==> config.mk <==
export PLATFORM = sky130hd
export DESIGN_NAME = xlate_seq
export DESIGN_NICKNAME = d
export VERILOG_FILES = /design/src/rtl/xlate_pkg.sv /design/src/rtl/xlate_segfile.sv /design/src/rtl/xlate_perm.sv /design/src/rtl/xlate_fcode.sv /design/src/rtl/xlate_seq.sv
export SDC_FILE = /design/constraint.sdc
export NUM_CORES = 1
export LEC_CHECK = 0
export BUFFER_PORTS_ARGS = -buffer_cell sky130_fd_sc_hd__buf_2
export CORE_ASPECT_RATIO = 0.5
export CORE_MARGIN = 1
export CORE_UTILIZATION = 44
export CTS_BUF_LIST = sky130_fd_sc_hd__clkbuf_4
export CTS_CLUSTER_DIAMETER = 80
export DETAILED_ROUTE_END_ITERATION = 12
export GPL_ROUTABILITY_DRIVEN = 1
export SLEW_MARGIN = 40
export SYNTH_ARGS = -nofsm -noshare
export SYNTH_HDL_FRONTEND = slang
export SYNTH_SLANG_ARGS = --single-unit
==> constraint.sdc <==
create_clock -name clk_i -period 6.3 [get_ports clk_i]
set_clock_uncertainty 0.05 [all_clocks]
set_input_delay 1.26 -clock clk_i [delete_from_list [all_inputs] [get_ports clk_i]]
set_output_delay 1.26 -clock clk_i [all_outputs]
set_load 0.05 [all_outputs]
==> src/rtl/xlate_pkg.sv <==
package xlate_pkg;
  localparam int unsigned AW = 32;
  localparam int unsigned PW = 12;

  // segment register field positions
  localparam int unsigned SEG_DS  = 31;
  localparam int unsigned SEG_KS  = 30;
  localparam int unsigned SEG_KU  = 29;
  localparam int unsigned SEG_NX  = 28;
  localparam logic [8:0]  CTRL_FORCED = 9'h07F;

  localparam logic [1:0] ACC_LD = 2'd0;
  localparam logic [1:0] ACC_ST = 2'd1;
  localparam logic [1:0] ACC_IF = 2'd2;

  localparam logic [31:0] CODE_SEG  = 32'h1000_0000;
  localparam logic [31:0] CODE_MISS = 32'h4000_0000;
  localparam logic [31:0] CODE_PROT = 32'h0800_0000;
  localparam logic [31:0] CODE_STB  = 32'h0200_0000;

  typedef enum logic [1:0] {ST_IDLE, ST_BLK, ST_WALK} seq_state_e;
  typedef enum logic [1:0] {FK_NONE, FK_SEG, FK_MISS, FK_PROT} fault_kind_e;

  function automatic logic [2:0] need_mask(input logic [1:0] acc);
    case (acc)
      ACC_ST:  need_mask = 3'b010;
      ACC_IF:  need_mask = 3'b100;
      default: need_mask = 3'b001;
    endcase
  endfunction
endpackage

==> src/rtl/xlate_segfile.sv <==
module xlate_segfile #(
  parameter int unsigned NSEG = 16,
  parameter int unsigned DW   = 32,
  localparam int unsigned IW  = $clog2(NSEG)
) (
  input  logic          clk_i,
  input  logic          rst_ni,
  input  logic          we_i,
  input  logic [IW-1:0] widx_i,
  input  logic [DW-1:0] wdata_i,
  input  logic [IW-1:0] ridx_i,
  output logic [DW-1:0] rdata_o
);
  logic [DW-1:0] seg_q [NSEG];

  for (genvar g = 0; g < NSEG; g++) begin : g_seg
    always_ff @(posedge clk_i or negedge rst_ni) begin
      if (!rst_ni)                                   seg_q[g] <= '0;
      else if (we_i && widx_i == IW'(g))             seg_q[g] <= wdata_i;
    end
  end

  assign rdata_o = seg_q[ridx_i];
endmodule

==> src/rtl/xlate_perm.sv <==
module xlate_perm (
  input  logic       key_i,
  input  logic [1:0] pp_i,
  input  logic       nx_i,
  output logic [2:0] prot_o
);
  logic [1:0] rw;
  always_comb begin
    if (!key_i) rw = (pp_i == 2'd3) ? 2'b01 : 2'b11;
    else case (pp_i)
      2'd0:    rw = 2'b00;
      2'd2:    rw = 2'b11;
      default: rw = 2'b01;
    endcase
  end
  assign prot_o = {~nx_i, rw};
endmodule

==> src/rtl/xlate_fcode.sv <==
module xlate_fcode
  import xlate_pkg::*;
(
  input  fault_kind_e kind_i,
  input  logic [1:0]  acc_i,
  output logic [31:0] code_o
);
  logic st;
  assign st = (acc_i == ACC_ST);
  always_comb begin
    case (kind_i)
      FK_SEG:  code_o = CODE_SEG;
      FK_MISS: code_o = CODE_MISS | (st ? CODE_STB : 32'h0);
      FK_PROT: code_o = CODE_PROT | (st ? CODE_STB : 32'h0);
      default: code_o = 32'h0;
    endcase
  end
endmodule

==> src/rtl/xlate_seq.sv <==
module xlate_seq
  import xlate_pkg::*;
#(
  parameter int unsigned NSEG = 16,
  localparam int unsigned SIW = $clog2(NSEG),
  localparam int unsigned RPW = AW - PW
) (
  input  logic           clk_i,
  input  logic           rst_ni,
  input  logic           seg_we_i,
  input  logic [SIW-1:0] seg_widx_i,
  input  logic [AW-1:0]  seg_wdata_i,
  input  logic           req_valid_i,
  input  logic [AW-1:0]  ea_i,
  input  logic [1:0]     acc_i,
  input  logic           user_i,
  input  logic           ir_en_i,
  input  logic           dr_en_i,
  output logic           blk_req_o,
  output logic [AW-1:0]  blk_ea_o,
  input  logic           blk_rsp_i,
  input  logic           blk_hit_i,
  input  logic [AW-1:0]  blk_pa_i,
  input  logic [2:0]     blk_prot_i,
  output logic           walk_req_o,
  output logic [23:0]    walk_vsid_o,
  output logic [AW-1:0]  walk_ea_o,
  input  logic           walk_rsp_i,
  input  logic           walk_hit_i,
  input  logic [RPW-1:0] walk_rpn_i,
  input  logic [1:0]     walk_pp_i,
  output logic           busy_o,
  output logic           done_o,
  output logic           ok_o,
  output logic [AW-1:0]  pa_o,
  output logic [2:0]     prot_o,
  output logic           ifault_o,
  output logic           dfault_o,
  output logic [31:0]    fcode_o,
  output logic [AW-1:0]  far_o
);
  seq_state_e   state_q, state_d;
  logic [AW-1:0] ea_q, seg_q, seg_rd;
  logic [1:0]    acc_q;
  logic          user_q;

  xlate_segfile #(.NSEG(NSEG), .DW(AW)) u_segs (
    .clk_i, .rst_ni,
    .we_i(seg_we_i), .widx_i(seg_widx_i), .wdata_i(seg_wdata_i),
    .ridx_i(ea_i[AW-1 -: SIW]), .rdata_o(seg_rd)
  );

  logic fetch_q, store_q, key, forced;
  assign fetch_q = (acc_q == ACC_IF);
  assign store_q = (acc_q == ACC_ST);
  assign key     = user_q ? seg_q[SEG_KU] : seg_q[SEG_KS];
  assign forced  = (seg_q[28:20] == CTRL_FORCED);

  logic [2:0] walk_prot;
  xlate_perm u_perm (.key_i(key), .pp_i(walk_pp_i), .nx_i(seg_q[SEG_NX]), .prot_o(walk_prot));

  // outcome of the current cycle
  logic          fin, f_ok;
  fault_kind_e   f_kind;
  logic [AW-1:0] f_pa;
  logic [2:0]    f_prot;
  logic          real_mode;
  logic [2:0]    need;

  assign real_mode = (acc_i == ACC_IF) ? !ir_en_i : !dr_en_i;
  assign need      = need_mask(acc_q);

  always_comb begin
    state_d = state_q;
    fin     = 1'b0;
    f_ok    = 1'b0;
    f_kind  = FK_NONE;
    f_pa    = ea_q;
    f_prot  = 3'b000;
    unique case (state_q)
      ST_IDLE: if (req_valid_i) begin
        if (real_mode) begin
          fin = 1'b1; f_ok = 1'b1; f_pa = ea_i; f_prot = 3'b111;
        end else begin
          state_d = ST_BLK;
        end
      end
      ST_BLK: if (blk_rsp_i) begin
        state_d = ST_IDLE;
        fin     = 1'b1;
        if (blk_hit_i) begin
          if ((need & ~blk_prot_i) != 3'b000) f_kind = FK_PROT;
          else begin f_ok = 1'b1; f_pa = blk_pa_i; f_prot = blk_prot_i; end
        end else if (seg_q[SEG_DS]) begin
          if (forced) begin
            f_ok = 1'b1; f_pa = {seg_q[3:0], ea_q[27:0]}; f_prot = 3'b111;
          end else if (fetch_q) f_kind = FK_SEG;
          else if (store_q == key) begin f_ok = 1'b1; f_prot = 3'b011; end
          else f_kind = FK_PROT;
        end else if (fetch_q && seg_q[SEG_NX]) begin
          f_kind = FK_SEG;
        end else begin
          fin = 1'b0; state_d = ST_WALK;
        end
      end
      ST_WALK: if (walk_rsp_i) begin
        state_d = ST_IDLE;
        fin     = 1'b1;
        if (!walk_hit_i) f_kind = FK_MISS;
        else if ((need & ~walk_prot) != 3'b000) f_kind = FK_PROT;
        else begin f_ok = 1'b1; f_pa = {walk_rpn_i, ea_q[PW-1:0]}; f_prot = walk_prot; end
      end
      default: state_d = ST_IDLE;
    endcase
  end

  logic [31:0] f_code;
  logic [1:0]  fin_acc;
  assign fin_acc = (state_q == ST_IDLE) ? acc_i : acc_q;
  xlate_fcode u_fcode (.kind_i(f_kind), .acc_i(fin_acc), .code_o(f_code));

  always_ff @(posedge clk_i or negedge rst_ni) begin
    if (!rst_ni) begin
      state_q  <= ST_IDLE;
      ea_q     <= '0;
      seg_q    <= '0;
      acc_q    <= ACC_LD;
      user_q   <= 1'b0;
      done_o   <= 1'b0;
      ok_o     <= 1'b0;
      pa_o     <= '0;
      prot_o   <= '0;
      ifault_o <= 1'b0;
      dfault_o <= 1'b0;
      fcode_o  <= '0;
      far_o    <= '0;
    end else begin
      state_q <= state_d;
      done_o  <= fin;
      if (state_q == ST_IDLE && req_valid_i) begin
        ea_q   <= ea_i;
        seg_q  <= seg_rd;
        acc_q  <= acc_i;
        user_q <= user_i;
      end
      if (fin) begin
        ok_o     <= f_ok;
        pa_o     <= f_pa;
        prot_o   <= f_prot;
        ifault_o <= !f_ok && fetch_q;
        dfault_o <= !f_ok && !fetch_q;
        fcode_o  <= f_ok ? 32'h0 : f_code;
        if (!f_ok && !fetch_q) far_o <= ea_q;
      end
    end
  end

  assign busy_o      = (state_q != ST_IDLE);
  assign blk_req_o   = (state_q == ST_BLK);
  assign blk_ea_o    = ea_q;
  assign walk_req_o  = (state_q == ST_WALK);
  assign walk_vsid_o = seg_q[23:0];
  assign walk_ea_o   = ea_q;

  // only one external request at a time
  a_r2_one_req: assert property (@(posedge clk_i) disable iff (!rst_ni)
    $onehot0({blk_req_o, walk_req_o}));
  // a walk starts only after the block-translation request
  a_r2_walk_after_blk: assert property (@(posedge clk_i) disable iff (!rst_ni)
    $rose(walk_req_o) |-> $past(blk_req_o));
  // no walk for a fetch from a no-execute segment
  a_r6_nx_no_walk: assert property (@(posedge clk_i) disable iff (!rst_ni)
    walk_req_o |-> !(fetch_q && seg_q[SEG_NX]));
  // exactly one outcome per completion
  a_r11_one_outcome: assert property (@(posedge clk_i) disable iff (!rst_ni)
    done_o |-> $countones({ok_o, ifault_o, dfault_o}) == 1);
  // data faults report the captured address
  a_r11_far: assert property (@(posedge clk_i) disable iff (!rst_ni)
    (done_o && dfault_o) |-> far_o == ea_q);
  // real-mode completion touches no external unit
  a_r1_real_idle: assert property (@(posedge clk_i) disable iff (!rst_ni)
    (state_q == ST_IDLE && req_valid_i && real_mode) |=> (done_o && !blk_req_o));
endmodule

# Word level (Yosys, flattened, before mapping)
# Cells that the tools add are included.
# classes
n_lt_le_gt_ge	1
eq_ne	32
n_mux	76
bitwise	6
reduce_logical	32
# op_table
op	count
two-way mux 32 bit	13
case mux 32 bit (3 select lines)	2
binary-select mux 32 bit (select 4 bit)	1
two-way mux 2 bit	22
== test 4 bit, second input constant	8
two-way mux 3 bit	10
two-way mux 26 bit	1
logical AND 1 bit	20
two-way mux 1 bit	20
== test 4 x 3 -> 1 bit, second input constant	4
== test 2 bit, second input constant	7
== test 9 x 7 -> 1 bit, second input constant	1
case mux 3 bit (3 select lines)	1
== test 2 x 1 -> 1 bit, second input constant	4
== test 4 x 2 -> 1 bit, second input constant	2
case mux 2 bit (2 select lines)	2
AND 3 bit	2
inverter 3 bit	2
case mux 1 bit (3 select lines)	2
case mux 2 bit (3 select lines)	1
case mux 3 bit (2 select lines)	1
nonzero test 3 bit	2
>= comparator 5 bit, second input constant	1
inverter 4 -> 5 bit	1
11 further kinds	17
# word_totals
register_bits	684
input_bits	138
output_inout_bits	194

# Depth between registers and ports, before layout
# Gate-level depths: netlist of run 1.
# logic_depth
ltp_word	13
ltp_mapped	12
mapped_depth_nobuf	8

# By module
# A second synthesis of run 1 with hierarchy kept.
# hier_totals
cells_unflattened	2083
area_unflattened_um2	30935.9
# modules_own_cells
mod	instances	cells_per_inst	area_per_inst_um2	seq_area_each_um2
xlate_segfile	1	1404	22765.6	12812.3
xlate_seq	1	643	7902.6	4304.1
xlate_fcode	1	33	245.2	0.0
xlate_perm	1	3	22.5	0.0

# Worst setup path before layout of run 1
# No wires, ideal clock.
# synth_path
path_kind	in2reg
start	input port ea_i[28]
end	register seg_q[13]
arrival_time_ns	3.023
path_slack_ns	3.094
stages	9
n_path_buf	4
cell_sequence	clkbuf_1 buf_2 buf_4 buf_2 mux4_2 mux2i_1 nor2_1 a21oi_1 o21ai_0
# synth_between
elab_chain_cells	4
# synth_lines
item	line	rtl
start: declaration	xlate_seq.sv:14	input logic [AW-1:0] ea_i,
inverter 4 -> 5 bit (implied by the code)	xlate_segfile.sv:23	assign rdata_o = seg_q[ridx_i];
binary-select mux 32 bit (select 4 bit)	xlate_segfile.sv:23	
two-way mux 32 bit (implied by the code) (2 in series)	xlate_segfile.sv:23	
end signal: assignment	xlate_seq.sv:142	seg_q <= seg_rd;
end: declaration	xlate_seq.sv:43	logic [AW-1:0] ea_q, seg_q, seg_rd;
# No other way between the ends. The select of a mux whose other input is x is not followed.
# A chain may end at the register's enable or synchronous reset.

# Worst setup path after layout of run 1
# layout_path
start	register state_q[0]
end	output port busy_o
# layout_between
elab_chain_cells	1
# layout_lines
item	line	rtl
start: declaration	xlate_seq.sv:42	seq_state_e state_q, state_d;
start signal: assignment	xlate_seq.sv:138	state_q <= state_d;
nonzero test 2 bit	xlate_seq.sv:158	assign busy_o = (state_q != ST_IDLE);
end: declaration	xlate_seq.sv:32	output logic busy_o,
# No other way between the ends.

==> results_dict.tcl, run 1 <==
set metrics [dict create \
    start_util_pct 44.7 \
    cp_slowest_stage_delay_ns 0.62 \
    drc 0 \
    syn_area_per_cell_sq_um 14.1 \
    dr.pass1.iters 5 \
    routed_via_density 5.53 \
    ys_ff_latch 656 \
    ys.flop_type "dfrtp_1" \
    layout_min_cycle_time_ns 3.89 \
    hold_class "input pin to async pin" \
    end_kind "output port" \
    clkPwrFrac_pct 22.2 \
    path_cells "inv_1 > ha_1 > clkinv_1 > buf_2" \
    clock_path_buffers 3 \
    ff_latch_area_sq_mm 0.0164 \
    rows 68 \
    p_int_mw 9.25 \
    grt_pass1_wl_um 126000 \
    clk_pin_slew_ns 0.07 \
    core_sq_mm 0.0693 \
    cp-start-kind "flip-flop" \
    outcome "complete, no violations" \
    place_hpwl_um 48300 \
    antenna_left 0 \
    pwr-share-comb_pct 37.6 \
    cp.required_ns 4.99 \
    p_seq_share_pct 40.2 \
    worst-path-buf-inv 3 \
    wl_um 82900 \
    synth_top_area_share_pct 53.0 \
    post_cts_buffers 0 \
    fin_crit_sh_pct 61.7 \
    hold_buffers 0 \
    portBuffers 303 \
    yosysWarnings 0 \
    clock_sinks 656 \
    area_growth_pct 12.7 \
    cts_buffers 158 \
    hold_violations 0 \
    die_x_um 377 \
    cts-root-buf "clkbuf_4" \
    antenna_found_initial 9 \
    critPathKind "flip-flop to output port" \
    arrival_ns 2.58 \
    synth_area_leader_cell "dfrtp_1" \
    slew_headroom_pct 43.2 \
    rsz0062_at_grt "false" \
    power-per-cell-area_mw_per_mm2 443 \
    h-tree-depth 4 \
    synthTopCellsByArea "dfrtp_1 53%, mux2_2 19%, mux4_2 11%, nand2_1 2.2%, buf_4 2.1%" \
    grt-ovfl-total 0 \
    fill_cells 6148 \
    layout.nets 2610 \
    via_count 19400 \
    yosysUniqueCellTypes 56 \
    maxCapViolCount 0 \
    synth_area_sq_mm 0.0309 \
    synth_edf_count 0 \
    die_area_sq_mm 0.0715 \
    grt_pass1_vias 20100 \
    grt_start_max_net_pins 131 \
    clkLatencyLatePin_ns 0.91 \
    worst_slew_pin_slew_ns 0.852 \
    fmax_mhz 257 \
    ir_drop_mv 0.313 \
    slew_viol_final 0 \
    syn_inst 2193 \
    setup_viol 0 \
    tritoncts "built" \
    fp.dieH_um 190 \
    p_leak_nw 15.7 \
    initialDrtViolationCount 1225 \
    track_usage_pct 23.4 \
    gp_congestion 0.800 \
    p_sw_mw 6.21 \
    ys_seq_area_share_pct 53.0 \
    wl_per_cell_um 23.6 \
    switching_share_pct 40.2 \
    dpl.cell_count 3249 \
    multiInputGateArea_sq_mm 0.0133 \
    final_cells 3517 \
    worst_path_max_delay_cell "ha_1" \
    cts_resized 0 \
    setup_tns_ns 0 \
    path_max_fanout 11 \
    async_flop_share_pct 100 \
    drive_above_1_share_pct 51.4 \
    top_level_ports 332 \
    cp_top_family "buffers and inverters" \
]
-- flip-flops by register name (all words and copies together), names as in the netlist --
signal	flops
pa_o	32
prot_o	3
u_segs.seg_q	512
far_o	32
ok_o	1
blk_ea_o	32
done_o	1
ifault_o	1
seg_q	32
state_q	2
fcode_o	4
dfault_o	1
acc_q	2
user_q	1
-- power by group through the flow --
stage	Clock [mW]	Sequential, mW	Combinational [mW]
final	3.44	6.21	5.81
after global routing	3.78	6.36	6.18
after CTS	3.55	6.21	5.86
after detailed placement	0	6.28	5.85
after global placement	0	6.25	5.74
after floorplan	0	7.16	3.61
-- synth_stat cells, types with 2 or more instances --
library cell and number:
a21boi_0 15, inv_1 16, a41oi_1 2, a31oi_1 21, a221oi_1 7, buf_4 87
o211a_1 3, buf_2 17, o31ai_1 19, a32oi_1 12, o21ai_0 35, ha_1 7
mux2i_1 58, nor3b_1 3, o211ai_1 5, nand2b_1 11, o21a_1 6, buf_1 23
clkinv_1 2, a21o_1 2, buf_6 4, and4b_1 2, mux4_2 147, o221ai_1 19
o22a_1 16, nor3_1 3, nand4_1 18, nor2_1 43, dfrtp_1 656, and4_1 6
nand3_1 6, and2_1 6, clkbuf_1 129, and3b_1 2, mux2_4 29, a21oi_1 20
nand3b_1 5, nor2b_1 3, mux2_2 533, nand2_1 179
-- logic make-up after synthesis --
family	after synthesis	share of synthesized area, %
mux	767	33.4
flops	656	53.0
simple gates	292	4.21
buf+inv	279	4.61
compound gates	190	4.43
fa+ha+maj	7	0.283
other cells	1	0.0121
xor+xnor	1	0.0283
-- path summary, 6_finish.rpt --
check	from	end	slack, ns	cells after the start
setup / recovery	state_q[0]$_DFFE_PN0P_	busy_o	2.41	4
hold / removal	rst_ni	pa_o[5]$_DFFE_PN0P_	0.16	1
setup reg to reg	state_q[0]$_DFFE_PN0P_	far_o[0]$_DFFE_PN0P_	2.65	8
hold reg to reg	seg_q[5]$_DFFE_PN0P_	seg_q[5]$_DFFE_PN0P_	0.42	2
max in group asynchronous	rst_ni	u_segs.seg_q[44]$_DFFE_PN0P_	4.62	3
min in group clk_i	seg_q[5]$_DFFE_PN0P_	seg_q[5]$_DFFE_PN0P_	0.42	2
-- cell usage in the layout (no fill, tap or decap), drive strengths merged, types with 3 or more instances in the layout --
cell	netlist	final
a21boi	15	15
a21oi	20	20
a221oi	7	7
a31oi	21	21
a32oi	12	12
and2	6	6
and4	6	6
buf	131	344
clkbuf	129	231
clkinv	2	24
clkinvlp	0	4
conb	1	28
dfrtp	656	656
diode	0	7
ha	7	7
inv	17	20
mux2	562	562
mux2i	58	58
mux4	147	147
nand2	179	179
nand2b	11	11
nand3	6	6
nand3b	5	5
nand4	18	18
nor2	43	43
nor2b	3	3
nor3	3	3
nor3b	3	3
o211a	3	3
o211ai	5	5
o21a	6	6
o21ai	35	35
o221ai	19	19
o22a	16	16
o31ai	20	20
-- metal layers --
layer	share of wire, %	wire [um]	track usage (%)	vias to the layer above
met5	0.037	31	0	-
met4	1.4	1170	6.33	4
met3	5.4	4510	5.34	101
met2	49	40600	38.6	551
met1	44	36600	31.3	10200
li1	-	-	-	8564
-- stage by stage --
step / total power, mW / instance area [sq um] / hold slack, ns / util, % / setup slack (ns)
after CTS: 15.6 / 34800 / 0.302 / 50.3 / 2.35
after global routing: 16.3 / 34900 / 0.0810 / 50.3 / 2.29
final: 15.5 / 34900 / 0.164 / 50.4 / 2.41
after floorplan: 10.8 / 31000 / 0.388 / - / 3.09
after global placement: 12.0 / 32800 / 0.401 / 47.4 / 2.22
after detailed placement: 12.1 / 32900 / 0.415 / 47.6 / 2.30
-- layout make-up --
class                           instances  area share, %
Antenna cell                            7         0.0502
Clock buffer                          230           4.95
Clock inverter                         30          0.456
Inverter                               19          0.212
Multi-Input combinational cell       1285           38.2
Sequential cell                       656           47.1
Tap cell                              945           3.39
Timing Repair Buffer                  345           5.65
No activity file was read; power rests on OpenSTA's default activity.
==> inputs of run 2 (changes only) <==
- ABC_AREA: unset -> 1
- clock period: 6.3 -> 3.9 ns (I/O delays scaled with it)
==> run 2 against run 1 <==
Against the previous run: total power rose by 59%; routed wire length rose by 15%; non-clock buffer count up 87; critical path depth unchanged; sequential share of layout area grew 0.26 points; cell count rose by 40%; area after synthesis fell by 1.9%; register-to-register slack got worse by 1.5 ns; clock power grew 63%; sequential power grew 60%; combinational power rose by 57%; largest power group unchanged.
==> results_dict.tcl, run 2 <==
set metrics [dict create \
    cp_top_family "buffers and inverters" \
    fin_crit_sh_pct 81.9 \
    synth_edf_count 0 \
    core_sq_mm 0.0676 \
    ff2ff_path_depth 12 \
    synth_top_area_share_pct 54.1 \
    wl_per_cell_um 19.4 \
    reg2reg_slack_ns 1.19 \
    grt-ovfl-total 0 \
    h-tree-depth 4 \
    reg2reg_to "pa_o[15]$_DFFE_PN0P_" \
    maxCapViolCount 0 \
    yosysMostFrequentCell "o21ai_0" \
    crit_path_frequent_cell "inv_1" \
    critPathKind "flip-flop to output port" \
    portBuffers 303 \
    cts_resized 0 \
    worst_slew_pin_slew_ns 0.851 \
    fin_area_sq_mm 0.0347 \
    synthTopCellsByArea "dfrtp_1 54%, o21ai_0 12%, nand2_1 8.0%, nor2_1 6.4%, a21oi_1 3.8%" \
    cts_buffers 156 \
    worst-path-buf-inv 3 \
    p_leak_nw 16.4 \
    worst_path_max_delay_cell "ha_1" \
    hold_depth 3 \
    drive_above_1_share_pct 16.0 \
    cp.required_ns 3.07 \
    clock_path_buffers 3 \
    r2r_start "acc_q[0]$_DFFE_PN0P_" \
    power-per-cell-area_mw_per_mm2 710 \
    top_level_ports 332 \
    place_area_sq_mm 0.0322 \
    place_hpwl_um 54700 \
    outcome "complete, no violations" \
    die_x_um 373 \
    ys_seq_area_share_pct 54.1 \
    wl_um 95500 \
    max_flop_register "u_segs.seg_q" \
    rows 67 \
    post_cts_buffers 0 \
    slew_viol_final 0 \
    hold-worst-slack_ns 0.130 \
    synth_area_leader_cell "dfrtp_1" \
    preCtsSetupSlack_ns 0.787 \
    synth_area_sq_mm 0.0303 \
    largest_reg_flops 512 \
    clkLatencyLatePin_ns 0.97 \
    path_cells "inv_1 > ha_1 > inv_1 > buf_2" \
    via_count 27000 \
    hold_buffers 63 \
    fp.dieH_um 188 \
    grt_pass1_wl_um 151000 \
    dr.pass1.iters 7 \
    tritoncts "built" \
    synth.top_cells.by_count "717 x o21ai_0, 656 x dfrtp_1, 646 x nand2_1" \
    track_usage_pct 27.4 \
    fill_cells 6616 \
    layout_min_cycle_time_ns 3.19 \
    layout.nets 4064 \
    start_util_pct 44.9 \
    syn_area_per_cell_sq_um 8.27 \
    antenna_left 0 \
    cp_slowest_stage_delay_ns 0.48 \
    drc 0 \
    setup_viol 0 \
    finalPower_mw 24.6 \
    rsz0062_at_grt "false" \
    ys.flop_type "dfrtp_1" \
    mostFrequentLayoutCell "o21ai_0" \
    path_max_fanout 11 \
    setup_tns_ns 0 \
    fmax_mhz 313 \
    grt_start_max_net_pins 108 \
    routed_via_density 5.48 \
    die_area_sq_mm 0.0701 \
    ir_drop_mv 0.648 \
    ys_ff_latch 656 \
    clk_pin_slew_ns 0.07 \
    hold_class "input pin to flip-flop" \
    initialDrtViolationCount 2522 \
    setup_slack_ns 0.706 \
    grt_pass1_vias 25700 \
    hold_violations 0 \
    min_from "blk_pa_i[0]" \
    gp_congestion 0.849 \
    yosysWarnings 0 \
    area_growth_pct 14.3 \
    arrival_ns 2.36 \
    cp-start-kind "flip-flop" \
    clock_sinks 656 \
    antenna_found_initial 2 \
    async_flop_share_pct 100 \
    slew_headroom_pct 42.9 \
    final_cell_mix "717 x o21ai_0, 656 x dfrtp_1, 639 x nand2_1" \
    syn_inst 3671 \
    yosysUniqueCellTypes 33 \
    min_to "pa_o[0]$_DFFE_PN0P_" \
    end_kind "output port" \
    cts-root-buf "clkbuf_4" \
]
run 2: cell types whose count changed after synthesis, sizes merged, moves of 90 or more:
cell,delta
nor2,+477
a21oi,+210
o21ai,+714
mux2,-562
nand2,+470
inv,+154
clkbuf,+90
mux4,-147
nand3,+143
run 2: cell type report:
class / instances / area [sq um] / area share [%]
tap: 897 / 1120 / 3.24
clock inverter: 35 / 201 / 0.581
multi-input combinational: 2500 / 11700 / 33.7
timing repair buffer: 432 / 2900 / 8.36
antenna: 3 / 7.51 / 0.0216
inverter: 173 / 661 / 1.90
sequential: 656 / 16400 / 47.3
clock buffer: 225 / 1690 / 4.87
run 2: per-stage QoR:
stage	instances	utilization [%]
detailed placement	4595	47.6
floorplan	3698	-
global placement	4594	47.5
global route	4921	51.3
CTS	4918	51.3
finish	4921	51.3
run 2: worst max path at each step:
stage | to | slack [ns] | cells after the start | from
2_1_floorplan | busy_o | 1.53 | 5 | state_q[0]$_DFFE_PN0P_
3_3_place_gp | pa_o[20]$_DFFE_PN0P_ | 0.78 | 15 | acc_i[0]
3_5_place_dp | pa_o[15]$_DFFE_PN0P_ | 0.79 | 15 | acc_i[0]
4_1_cts | busy_o | 0.59 | 4 | state_q[0]$_DFFE_PN0P_
5_1_grt | busy_o | 0.55 | 4 | state_q[0]$_DFFE_PN0P_
6_report | busy_o | 0.71 | 4 | state_q[0]$_DFFE_PN0P_
run 2: logic make-up (layout without fill, tap and decap cells):
| family | after synthesis | after routing | synth area share (%) |
|---|---|---|---|
| flip-flops | 656 | 656 | 54.1 |
| AND/OR/NAND/NOR | 1339 | 1339 | 17.5 |
| AO/OA/AOI/OAI | 1126 | 1126 | 20.0 |
| adder cells (fa/ha/maj) | 7 | 7 | 0.289 |
| other | 1 | 31 | 0.0124 |
| buffers and inverters | 542 | 865 | 8.11 |
run 2: layer usage:
| metal | vias to the layer above | track usage [%] | wire, um |
|---|---|---|---|
| met5 | - | 0 | 0 |
| met4 | 0 | 8.75 | 2110 |
| met3 | 159 | 4.72 | 5590 |
| met2 | 965 | 43.3 | 44000 |
| met1 | 13100 | 38.6 | 43800 |
| li1 | 12700 | - | - |
run 2: report_power, final:
part | switching, mW | leakage, nW | total [mW] | internal [mW]
Sequential | 1.24 | 8.05 | 9.92 | 8.67
Combinational | 6.71 | 7.20 | 9.10 | 2.39
Clock | 2.85 | 1.13 | 5.62 | 2.77
Total | 10.8 | 16.4 | 24.6 | 13.8
run 2: tightest hold or removal path, delay by kind of cell:
family / cells / cell delay, ns
compound gates: 2 / 0.19
buf+inv: 1 / 0.09
